===== src/rtl/edh_pkg.sv =====
package edh_pkg;
  localparam int WORD_W    = 10;
  localparam int GRP_W     = 5;
  localparam int N_GRP     = 3;   // 0 anc, 1 ap, 2 ff
  localparam int IDX_W     = 5;
  localparam int FLAG_LSB  = 2;
  localparam int IDX_FLAG0 = 8;   // ancillary flag word index after DID
  localparam int IDX_CS    = 18;  // checksum word index after DID
  localparam int SUM_W     = WORD_W - 1;
  localparam logic [WORD_W-1:0] ADF_LO     = 10'h000;
  localparam logic [WORD_W-1:0] ADF_HI     = 10'h3FF;
  localparam logic [WORD_W-1:0] DID_EDH    = 10'h1F4;
  localparam logic [WORD_W-1:0] CLEAN_FLAG = 10'h200;
  typedef logic [GRP_W-1:0] grp_t;
endpackage


===== src/rtl/edh_pkt_track.sv =====
module edh_pkt_track
  import edh_pkg::*;
(
  input  logic              clk_i,
  input  logic              rst_ni,
  input  logic              valid_i,
  input  logic [WORD_W-1:0] data_i,
  output logic              start_o,
  output logic              in_pkt_o,
  output logic              last_o,
  output logic [IDX_W-1:0]  idx_o
);
  logic [1:0]       adf_q;
  logic             in_q;
  logic [IDX_W-1:0] idx_q;
  logic             legal;

  assign legal    = (data_i != ADF_LO) && (data_i != ADF_HI);
  assign start_o  = valid_i && !in_q && (adf_q == 2'd3) && (data_i == DID_EDH);
  assign in_pkt_o = valid_i && in_q && legal;
  assign last_o   = in_pkt_o && (idx_q == IDX_W'(IDX_CS));
  assign idx_o    = idx_q;

  always_ff @(posedge clk_i or negedge rst_ni) begin
    if (!rst_ni) begin
      adf_q <= '0;
      in_q  <= 1'b0;
      idx_q <= '0;
    end else if (valid_i) begin
      if (in_q) begin
        if (!legal) begin
          in_q  <= 1'b0;
          adf_q <= (data_i == ADF_LO) ? 2'd1 : 2'd0;
        end else if (idx_q == IDX_W'(IDX_CS)) begin
          in_q  <= 1'b0;
          adf_q <= 2'd0;
        end else begin
          idx_q <= idx_q + 1'b1;
        end
      end else if (data_i == ADF_LO) begin
        adf_q <= 2'd1;
      end else if (data_i == ADF_HI && (adf_q == 2'd1 || adf_q == 2'd2)) begin
        adf_q <= adf_q + 2'd1;
      end else if (start_o) begin
        in_q  <= 1'b1;
        idx_q <= '0;
        adf_q <= 2'd0;
      end else begin
        adf_q <= 2'd0;
      end
    end
  end
endmodule


===== src/rtl/edh_flag_store.sv =====
module edh_flag_store
  import edh_pkg::*;
(
  input  logic              clk_i,
  input  logic              rst_ni,
  input  logic              en_i,
  input  logic              start_i,
  input  logic              in_pkt_i,
  input  logic              last_i,
  input  logic [IDX_W-1:0]  idx_i,
  input  logic [WORD_W-1:0] data_i,
  output grp_t              flags_o [N_GRP],
  output logic [N_GRP-1:0]  grp_err_o,
  output logic              any_err_o
);
  logic ok_q;
  grp_t shadow_q [N_GRP];
  grp_t store_q  [N_GRP];
  logic [N_GRP-1:0] grp_any;

  // enable must hold for the whole packet
  always_ff @(posedge clk_i or negedge rst_ni) begin
    if (!rst_ni)                 ok_q <= 1'b0;
    else if (start_i)            ok_q <= en_i;
    else if (in_pkt_i && !en_i)  ok_q <= 1'b0;
  end

  for (genvar g = 0; g < N_GRP; g++) begin : g_grp
    always_ff @(posedge clk_i or negedge rst_ni) begin
      if (!rst_ni) begin
        shadow_q[g] <= '0;
        store_q[g]  <= '0;
      end else begin
        if (in_pkt_i && idx_i == IDX_W'(IDX_FLAG0 + g))
          shadow_q[g] <= data_i[FLAG_LSB +: GRP_W];
        if (last_i && en_i && ok_q)
          store_q[g] <= shadow_q[g];
      end
    end
    assign flags_o[g]   = store_q[g];
    assign grp_err_o[g] = store_q[g][0] | store_q[g][1];
    assign grp_any[g]   = |store_q[g];
  end

  assign any_err_o = |grp_any;
endmodule


===== src/rtl/edh_out_rewrite.sv =====
module edh_out_rewrite
  import edh_pkg::*;
(
  input  logic              clk_i,
  input  logic              rst_ni,
  input  logic              force_i,
  input  logic              valid_i,
  input  logic [WORD_W-1:0] data_i,
  input  logic              start_i,
  input  logic              in_pkt_i,
  input  logic              last_i,
  input  logic [IDX_W-1:0]  idx_i,
  output logic              valid_o,
  output logic [WORD_W-1:0] data_o
);
  logic [SUM_W-1:0]  sum_q;
  logic [WORD_W-1:0] word;
  logic              is_flag;

  assign is_flag = in_pkt_i && (idx_i >= IDX_W'(IDX_FLAG0)) &&
                   (idx_i < IDX_W'(IDX_FLAG0 + N_GRP));

  always_comb begin
    word = data_i;
    if (force_i && is_flag) word = CLEAN_FLAG;
    else if (force_i && last_i) word = {~sum_q[SUM_W-1], sum_q};
  end

  always_ff @(posedge clk_i or negedge rst_ni) begin
    if (!rst_ni) begin
      sum_q   <= '0;
      valid_o <= 1'b0;
      data_o  <= '0;
    end else begin
      valid_o <= valid_i;
      if (valid_i) data_o <= word;
      if (start_i) sum_q <= data_i[SUM_W-1:0];
      else if (in_pkt_i && !last_i) sum_q <= sum_q + word[SUM_W-1:0];
    end
  end
endmodule


===== src/rtl/edh_flag_monitor.sv =====
module edh_flag_monitor
  import edh_pkg::*;
(
  input  logic              clk_i,
  input  logic              rst_ni,
  input  logic              en_i,
  input  logic              force_i,
  input  logic              valid_i,
  input  logic [WORD_W-1:0] data_i,
  output logic              valid_o,
  output logic [WORD_W-1:0] data_o,
  output logic [GRP_W-1:0]  ff_flags_o,
  output logic [GRP_W-1:0]  ap_flags_o,
  output logic [GRP_W-1:0]  anc_flags_o,
  output logic              ff_err_o,
  output logic              ap_err_o,
  output logic              anc_err_o,
  output logic              edh_err_o
);
  logic             start, in_pkt, last;
  logic [IDX_W-1:0] idx;
  grp_t             flags [N_GRP];
  logic [N_GRP-1:0] grp_err;

  edh_pkt_track u_track (
    .clk_i, .rst_ni, .valid_i, .data_i,
    .start_o(start), .in_pkt_o(in_pkt), .last_o(last), .idx_o(idx)
  );

  edh_flag_store u_store (
    .clk_i, .rst_ni, .en_i, .start_i(start), .in_pkt_i(in_pkt),
    .last_i(last), .idx_i(idx), .data_i,
    .flags_o(flags), .grp_err_o(grp_err), .any_err_o(edh_err_o)
  );

  edh_out_rewrite u_out (
    .clk_i, .rst_ni, .force_i, .valid_i, .data_i, .start_i(start),
    .in_pkt_i(in_pkt), .last_i(last), .idx_i(idx), .valid_o, .data_o
  );

  assign anc_flags_o = flags[0];
  assign ap_flags_o  = flags[1];
  assign ff_flags_o  = flags[2];
  assign anc_err_o   = grp_err[0];
  assign ap_err_o    = grp_err[1];
  assign ff_err_o    = grp_err[2];
endmodule


===== config.mk =====
export PLATFORM = sky130hd
export DESIGN_NAME = edh_flag_monitor
export DESIGN_NICKNAME = d
export VERILOG_FILES = /design/src/rtl/edh_pkg.sv /design/src/rtl/edh_pkt_track.sv /design/src/rtl/edh_flag_store.sv /design/src/rtl/edh_out_rewrite.sv /design/src/rtl/edh_flag_monitor.sv
export SDC_FILE = /design/constraint.sdc
export NUM_CORES = 1
export LEC_CHECK = 0
export BUFFER_PORTS_ARGS = -buffer_cell sky130_fd_sc_hd__buf_2
export CORE_MARGIN = 4
export CORE_UTILIZATION = 34
export CTS_CLUSTER_DIAMETER = 200
export CTS_CLUSTER_SIZE = 16
export DETAILED_ROUTE_END_ITERATION = 8
export GPL_TIMING_DRIVEN = 0
export PLACE_DENSITY = 0.53
export SYNTH_ARGS = -nofsm -noshare
export SYNTH_HDL_FRONTEND = slang
export SYNTH_SLANG_ARGS = --single-unit
export TNS_END_PERCENT = 50

===== constraint.sdc =====
create_clock -name clk_i -period 6.35 [get_ports clk_i]
set_input_delay 0.635 -clock clk_i [delete_from_list [all_inputs] [get_ports clk_i]]
set_output_delay 0.635 -clock clk_i [all_outputs]
set_load 0.03 [all_outputs]

# After elaboration in Yosys (flattened, before gate mapping)

Cells that the tools add are included.
Widths: inputs -> output; s select.

Word-level logic and storage cells: 92
Register bits after elaboration: 59

Eq/ne operators: 15
Mux-type cells: 24
Add/sub/neg operators: 3
Reductions and logical operators: 31
Bitwise operators: 4
$lt $le $gt $ge: 2

Operators by type and width:

| kind                 | number |
|---|---|
| $mux 5               | 6 |
| $mux 10              | 2 |
| $logic_and 1x1->1    | 19 |
| $mux 9               | 2 |
| $eq 5x4->1 const B   | 3 |
| $reduce_or 15->1     | 1 |
| $eq 10x10->1 const B | 1 |
| $eq 10x9->1 const B  | 1 |
| $logic_not 10->1     | 1 |
| $mux 2               | 5 |
| $ne 10x10->1 const B | 1 |
| $reduce_bool 10->1   | 1 |
| $add 9x9->9          | 1 |
| $mux 1               | 9 |
| $reduce_and 6->1     | 1 |
| $reduce_bool 2->1    | 3 |
| $add 5x1->5 const B  | 1 |
| $eq 5x5->1 const B   | 1 |
| $ge 5x4->1 const B   | 1 |
| $lt 5x4->1 const B   | 1 |
| $eq 2x2->1 const B   | 2 |
| $ne 2x1->1 const B   | 2 |
| $ne 2x2->1 const B   | 2 |
| $logic_not 1->1      | 3 |
| 7 further kinds      | 9 |

# Depth between registers and ports, before layout

Gate-level depths: netlist of run 1.

Depth in word-level cells: 10
Mapped depth: 17
Gate-level depth less buffers: 16

# By module

From an unflattened synthesis of run 1, not the netlist that was laid out.

Cell total of the unflattened synthesis: 289
Area total of the unflattened synthesis: 3230.6 um2

Modules (own cells, without submodules):

| module          | cells each | sequential area each (um2) | times used | area an instance (um2) |
|---|---|---|---|---|
| edh_out_rewrite | 153        | 500.5                      | 1          | 1473.9 |
| edh_flag_store  | 78         | 775.7                      | 1          | 1218.7 |
| edh_pkt_track   | 58         | 200.2                      | 1          | 538.0 |

# Worst setup path after synthesis of run 1

OpenSTA, ideal clock, no wires.

Kind: input port to flip-flop
From: in data_i[9]
To: reg u_out.sum_q[8]
Path slack: 2.720 ns
Arrival: 3.506 ns
Cell stages on the path: 15
Setup time: 0.125 ns
Cell sequence: nor4_2 nand3_1 and4_4 buf_6 nand4_1 and2_4 ha_1 inv_1 fa_1 nand2b_1 a21oi_1 o31ai_1 a221oi_1 o21ai_0 mux2_2

Word-level cells in the longest chain between the ends: 10

Ends and longest elaborated chain:

| element                                                   | RTL line                                     | source |
|---|---|---|
| start, declared                                           | edh_flag_monitor.sv:9                        | `input logic [WORD_W-1:0] data_i,` |
| $ne 10x10->1 / $reduce_bool 10->1 (equally long branches) | edh_pkt_track.sv:18                          | `assign legal = (data_i != ADF_LO) && (data_i != ADF_HI);` |
| $logic_and 1x1->1 (*)                                     | edh_pkt_track.sv:18                          |  |
| $logic_and 1x1->1 (*)                                     | edh_pkt_track.sv:20                          | `assign in_pkt_o = valid_i && in_q && legal;` |
| $logic_and 1x1->1, on equally long branches               | edh_pkt_track.sv:21, edh_out_rewrite.sv:20   |  |
| $logic_and 1x1->1, on equally long branches               | edh_out_rewrite.sv:26, edh_out_rewrite.sv:20 |  |
| $mux 10 / $logic_and 1x1->1 (equally long branches)       | edh_out_rewrite.sv:26, edh_out_rewrite.sv:25 |  |
| $mux 10 (*)                                               | edh_out_rewrite.sv:25                        | `if (force_i && is_flag) word = CLEAN_FLAG;` |
| via u_out.word[0]                                         | edh_out_rewrite.sv:17                        | `logic [WORD_W-1:0] word;` |
| $add 9x9->9 (*)                                           | edh_out_rewrite.sv:38                        | `else if (in_pkt_i && !last_i) sum_q <= sum_q + word[SUM_W-1:0];` |
| $mux 9 (*)                                                | edh_out_rewrite.sv:38                        |  |
| $mux 9 (*)                                                | edh_out_rewrite.sv:37                        | `if (start_i) sum_q <= data_i[SUM_W-1:0];` |
| end signal, assigned                                      | edh_out_rewrite.sv:37                        |  |
| end signal, assigned                                      | edh_out_rewrite.sv:38                        |  |
| end, declared                                             | edh_out_rewrite.sv:16                        | `logic [SUM_W-1:0] sum_q;` |

The timed path passes the listed nets; every way through them passes the cells marked *. The select of a mux whose other input is x is not followed.
A chain may end at the register's enable or synchronous reset.

# Final worst setup path of run 1

Same ends and word-level chain as after synthesis.

==> results by group, run 1 <==
Synthesis
  • Yosys warns: 0
  • Synthesized area per cell: 11.79 sq um
  • FFs w/ async S/R, synth: 100.0%
  • EDFF count, synth: 0
  • Most used flip-flop cell after synthesis: dfrtp_1
  • Mapped Nets: 298
  • #FFs+latches synth: 59
  • Mapped Area: 3171 sq um
  • Mapped Cells: 269
  • Cell variety after synth: 48
  • Register area share after synthesis: 46.57%

Clock network
  • Hold Buf Count CTS: 0
  • CTS Buf Count: 9
  • CTS sink cnt: 59
  • Clock Tree Root: clkbuf_8
  • CTS tree: built
  • Max Buffers Root-to-Sink: 2
  • Clock transition at path regs: 0.07 ns
  • # Post-CTS Setup Buffers: 0
  • Post-cts resize count: 0
  • CTS H-tree lvls: 3
  • Skew-Pair Late Insertion Delay: 0.34 ns

Finish
  • Most frequent cells in the layout: dfrtp_1 (59), buf_2 (44), mux2_2 (29)
  • Area Growth Syn to Fin: 17.88%
  • Share of layout cells above drive strength 1: 38.91%
  • Commonest non-fill, non-tap cell in the layout: dfrtp_1
  • Area of the multi-input gates: 1564 sq um
  • Storage element area: 1476 sq um
  • Total Nets Final: 353
  • Layout fillers: 859
  • # diodes: 0

STA
  • Max frequency: 0.2443 GHz
  • Final TNS setup: 0 ns
  • Unrepaired setup endpoints after global routing: false
  • Slew HR: 16.00%
  • Tmin final: 4.093 ns
  • Worst slew pin tran: 1.249 ns
  • Final Hold Vio Count: 0
  • Fin crit share: 64.46%
  • Final setup viols: 0
  • Hold WS: 0.3701 ns
  • Clock skew: 0.007311 ns
  • Max-slew violations: 0

Global routing
  • Pin count of the biggest net entering global routing: 60
  • GR Overflow Total: 0
  • First-pass GRT wire length: 12.08 mm
  • Initial antenna violation count: 0
  • Number of global-route vias before repair: 2,244
  • Total GRT Usage: 14.07%

Power
  • Peak supply drop: 0.0001451 V
  • Leak: 1.911 nW
  • Power Density: 221.0 nW/um^2

Critical path
  • CP max stage delay: 0.38 ns
  • Slowest cell on crit path: nand4_1
  • Worst EP arrival: 4.32 ns
  • Sum of buffers and inverters on the critical path: 3
  • Crit end category: register
  • Startpoint types: input pin
  • CP delay by family, top: simple AND/OR/NAND/NOR gates
  • Worst EP required: 6.57 ns
  • Crit path max fanout: 9
  • Setup CP Type: in -> reg
  • Crit path cell chain: buf_2 -> nor4_2 -> nand3_1 -> and4_4 -> buf_6 -> nand4_1 -> and2_4 -> ha_1 -> inv_1 -> fa_1 -> nand2b_1 -> a21oi_1 -> o31ai_1 -> a221oi_1 -> o21ai_0 -> mux2_2

Floorplan
  • Starting density of the core: 35.66%
  • Core area: 8891 sq um
  • Die height: 104.6 um
  • Total I/O pin count: 45
  • Row cnt: 34
  • Area of the die: 10,930 sq um
  • Die W: 104.6 um

Drt
  • Avg WL per Cell: 16.81 um
  • Initial drt markers: 96
  • Antenna-violating nets left: 0
  • Vias post-DR: 2,281
  • DR pass1 iterations: 4
  • Routed WL: 7.344 mm
  • DRC: 0
  • Via-to-Cell Ratio: 5.220

Placed design
  • DP Wirelength: 5.193 mm
  • Port Buf Inserts: 44
  • Placer Congestion: 0.7781

Hold path
  • Hold Path Class: in -> async

Run
  • Maxcap violations: 0

Outcome
  • Status: complete, no violations
cell usage after synthesis, types with 7 or more instances:
| master | n | area [sq um] |
|---|---|---|
| a21oi_1 | 9 | 45.04 |
| and2_4 | 7 | 61.31 |
| dfrtp_1 | 59 | 1476 |
| ha_1 | 13 | 162.7 |
| inv_1 | 12 | 45.04 |
| mux2_2 | 29 | 326.6 |
| mux2_4 | 17 | 255.2 |
| nand2_1 | 15 | 56.30 |
| nand3_1 | 14 | 70.07 |
| nand4_1 | 8 | 50.05 |
| nor2_1 | 9 | 33.78 |
| o21ai_0 | 10 | 50.05 |
| xor2_1 | 7 | 61.31 |
layer usage:
| metal | vias up | GRT usage [%] | share of wire (%) | routed length [um] |
|---|---|---|---|---|
| met5 | - | 0 | 0 | 0 |
| met4 | 0 | 4.558 | 0.75 | 55 |
| met3 | 8 | 3.699 | 5.1 | 371 |
| met2 | 60 | 22.37 | 46 | 3372 |
| met1 | 1122 | 18.75 | 48 | 3544 |
| li1 | 1091 | - | - | - |
flip-flops by register name (all words and copies together), names as in the netlist:
name	cells
u_track.adf_q	2
u_store.ok_q	1
u_track.idx_o	5
u_out.sum_q	9
u_store.flags_o	15
u_track.in_q	1
u_store.shadow_q	15
u_out.data_o	10
u_out.valid_o	1
power by group:
part,internal [mW],switching (mW),leakage [nW]
logic,0.0241,0.0419,1.01
registers,0.382,0.00321,0.794
clock network,0.220,0.155,0.103
total,0.626,0.200,1.91
worst register-to-register path: stages, from the launching register on:
cell	delay, ns
dfrtp_1	0.46
inv_1	0.10
ha_1	0.24
and4bb_2	0.27
and4_2	0.25
and3_1	0.19
buf_6	0.15
mux2_2	0.22
and2_4	0.13
ha_1	0.16
inv_1	0.05
fa_1	0.38
nand2b_1	0.19
a21oi_1	0.22
o31ai_1	0.13
a221oi_1	0.29
o21ai_0	0.14
mux2_2	0.28
worst paths after layout:
check	from	end	cells past startpoint	slack [ns]
worst max-delay path	data_i[9]	u_out.sum_q[8]$_DFFE_PN0P_	16	2.26
worst min-delay path	rst_ni	u_store.flags_o[10]$_DFFE_PN0P_	1	0.37
worst max register to register	u_track.idx_o[0]$_DFFE_PN0P_	u_out.sum_q[8]$_DFFE_PN0P_	17	2.37
worst min register to register	u_store.shadow_q[13]$_DFFE_PN0P_	u_store.flags_o[13]$_DFFE_PN0P_	1	0.50
max in group asynchronous	rst_ni	u_store.flags_o[8]$_DFFE_PN0P_	1	5.48
min in group clk_i	valid_i	u_out.valid_o$_DFF_PN0_	1	0.46
per-stage QoR:
| stage | utilization (%) | setup slack (ns) | instance area [sq um] | total power [mW] | std cells |
|---|---|---|---|---|---|
| floorplan | - | 2.720 | 3171 | 0.4304 | 269 |
| global placement | 39.66 | 1.943 | 3526 | 0.4596 | 421 |
| detailed placement | 39.66 | 1.909 | 3526 | 0.4599 | 421 |
| CTS | 42.01 | 2.273 | 3735 | 0.8379 | 437 |
| global route | 42.03 | 2.081 | 3737 | 0.8591 | 437 |
| finish | 42.03 | 2.257 | 3737 | 0.8261 | 437 |
final cells by class:
type	count	area share (%)
clock inverter	5	2.076
sequential	59	39.50
tap	108	3.616
timing repair buffer	44	5.959
inverter	12	1.205
clock buffer	11	3.515
buffer	10	2.277
multi-input combinational	188	41.85
cells by family (layout without fill, tap and decap cells):
kind of cell / after synthesis / count (layout) / share of synthesized area [%]
AND/OR/NAND/NOR: 83 / 83 / 15.47
flip-flops: 59 / 59 / 46.57
multiplexers: 46 / 46 / 18.35
AO/OA/AOI/OAI: 37 / 37 / 7.538
buffers and inverters: 22 / 82 / 4.104
adder cells (fa/ha/maj): 14 / 14 / 5.762
XOR/XNOR: 8 / 8 / 2.210
Power figures use the tool's default switching activity.
==> run 2: changes to the inputs <==
PLACE_DENSITY = 0.55   (was 0.53)
clock period = 3.75 ns   (was 6.35 ns; I/O delays follow)
==> run 2 against run 1 <==
Against the previous run:
- power grew 64%
- sequential power grew 69%
- critical endpoint unchanged
- die area is the same
- hold slack lost 0.28 ns
- critical path depth shrank 1
- utilization grew 1.3 points
- non-clock buffer count grew 8
- wire length shrank 1.4%
==> results by group, run 2 (synthesis gave the netlist of run 1 again) <==
Power
  • Leak: 1.961 nW (+2.7%)
  • Power Density: 352.1 nW/um^2 (+59%)
  • Peak supply drop: 0.0001543 V (+6.3%)
  • Tot Pwr: 1.356 mW (+64%)

Floorplan
  • Core area: 8891 sq um (unchanged)
  • Die height: 104.6 um (unchanged)
  • Starting density of the core: 35.66% (unchanged)
  • Area of the die: 10,930 sq um (unchanged)
  • Total I/O pin count: 45 (unchanged)
  • Die W: 104.6 um (unchanged)
  • Row cnt: 34 (unchanged)

STA
  • Fin crit share: 97.91%
  • Hold WS: 0.08953 ns (-0.2805 ns)
  • Clock skew: 0.01023 ns (+0.002921 ns)
  • Max-slew violations: 0 (unchanged)
  • Final setup viols: 0 (unchanged)
  • Tmin final: 3.672 ns
  • Final Hold Vio Count: 0 (unchanged)
  • Setup ws final: 0.07835 ns (-2.178 ns)
  • Worst slew pin tran: 1.203 ns (-0.04592 ns)
  • Slew HR: 19.09% (+3.1 points)
  • Max frequency: 0.2724 GHz
  • Unrepaired setup endpoints after global routing: true

Drt
  • Initial drt markers: 133 (+39%)
  • DRC: 0 (unchanged)
  • Antenna-violating nets left: 0 (unchanged)
  • Via-to-Cell Ratio: 5.110 (-2.1%)
  • Vias post-DR: 2,274 (-0.31%)
  • DR pass1 iterations: 4 (unchanged)
  • Routed WL: 7.243 mm (-1.4%)
  • Avg WL per Cell: 16.28 um (-3.1%)

Finish
  • # diodes: 0 (unchanged)
  • Most frequent cells in the layout: dfrtp_1 (58), buf_2 (44), mux2_2 (29)
  • Layout fillers: 859 (unchanged)
  • Area Growth Syn to Fin: 21.51%
  • Commonest non-fill, non-tap cell in the layout: dfrtp_1
  • Finished Layout Cells: 445 (+1.8%)
  • Share of layout cells above drive strength 1: 45.10% (+6.2 points)
  • Total Nets Final: 361 (+2.3%)

Clock network
  • CTS tree: built
  • Clock transition at path regs: 0.07 ns (about the same)
  • CTS sink cnt: 59 (unchanged)
  • CTS Buf Count: 9 (unchanged)
  • Clock Tree Root: clkbuf_8
  • Max Buffers Root-to-Sink: 2 (unchanged)
  • Skew-Pair Late Insertion Delay: 0.35 ns (about the same)
  • CTS H-tree lvls: 3 (unchanged)

Global routing
  • Initial antenna violation count: 0 (unchanged)
  • First-pass GRT wire length: 12.15 mm (+0.57%)
  • GR Overflow Total: 0 (unchanged)
  • Pin count of the biggest net entering global routing: 60 (unchanged)
  • Number of global-route vias before repair: 2,314 (+3.1%)
  • Total GRT Usage: 14.05% (-0.017 points)

Critical path
  • Crit path max fanout: 8 (-1)
  • R2R cell count: 15 (-2)
  • Startpoint types: register
  • Worst EP required: 3.99 ns (-2.58 ns)
  • Crit end category: register
  • Worst EP arrival: 3.91 ns (-0.41 ns)
  • Setup CP Type: reg -> reg

Hold path
  • Hold Path Class: in -> async

Outcome
  • Status: complete, no violations

Run
  • Maxcap violations: 0 (unchanged)

Placed design
  • Setup WS pre-CTS: -0.4671 ns (-2.376 ns)
  • DP Wirelength: 5.081 mm (-2.2%)
  • Dpl cells: 421 (unchanged)
  • Placer Congestion: 0.7939 (+2.0%)
  • Port Buf Inserts: 44 (unchanged)
## run 2: cell types whose count changed in the layout (fill, tap and decap cells not counted), moves of 2 or more
| cell | delta |
|---|---|
| clkbuf_1 | -2 |
| clkinv_4 | +3 |
| ha_1 | -2 |
| buf_4 | +8 |
| inv_1 | -2 |
| inv_2 | +2 |
## run 2: routing by layer
metal | track usage [%] | vias up | wire, um
li1 | - | 1104 | -
met4 | 5.128 | 0 | 110
met1 | 18.51 | 1108 | 3410
met3 | 4.131 | 11 | 382
met5 | 0 | - | 0
met2 | 22.00 | 51 | 3340
## run 2: where the power goes
part,internal (mW),leakage (nW),switching (mW)
Combinational,0.0414,1.07,0.0725
Clock,0.311,0.0998,0.280
Sequential,0.647,0.792,0.00525
## run 2: final timing paths
check | from | to | slack (ns)
min reg2reg | u_store.shadow_q[7]$_DFFE_PN0P_ | u_store.flags_o[7]$_DFFE_PN0P_ | 0.50
min | rst_ni | u_store.flags_o[10]$_DFFE_PN0P_ | 0.09
max reg2reg | u_track.idx_o[0]$_DFFE_PN0P_ | u_out.sum_q[8]$_DFFE_PN0P_ | 0.08
min in group clk_i | valid_i | u_out.valid_o$_DFF_PN0_ | 0.21
max | u_track.idx_o[0]$_DFFE_PN0P_ | u_out.sum_q[8]$_DFFE_PN0P_ | 0.08
max in group asynchronous | rst_ni | u_track.idx_o[0]$_DFFE_PN0P_ | 3.08
## run 2: final cells by class
| type | instances | area, sq um | share of cell area [%] |
|---|---|---|---|
| clock inverters | 7 | 77.57 | 2.014 |
| flip-flops and latches | 59 | 1478 | 38.36 |
| repair buffers | 52 | 282.8 | 7.340 |
| well taps | 108 | 135.1 | 3.508 |
| inverters | 12 | 45.04 | 1.169 |
| clock buffers | 9 | 123.9 | 3.215 |
| multi-input cells | 188 | 1625 | 42.19 |
| plain buffers | 10 | 85.08 | 2.209 |
## run 2: through the flow
stage	utilization [%]	instance area, sq um	setup TNS [ns]
global route	43.33	3852	-0.05138
detailed placement	39.66	3526	-0.5627
finish	43.33	3852	0
global placement	39.66	3526	-0.5616
floorplan	-	3171	0
CTS	42.13	3746	-0.01623
## run 2: critical path: stages, from the launching register on
cell      delay (ns)
dfrtp_2         0.44
inv_2           0.09
ha_4            0.14
and4bb_2        0.27
and4_4          0.24
and3_1          0.17
buf_6           0.14
buf_4           0.12
mux2_2          0.32
and2_4          0.16
ha_1            0.24
or3_1           0.39
o31ai_2         0.25
a221oi_2        0.07
o31a_1          0.28
mux2_2          0.25
## run 2: repair_timing
item	in CTS	in global routing
resized for setup	6	12
buffers inserted	0	8
hold buffers	0	0
pin swaps	1	3
endpoints found under the setup margin	2	2
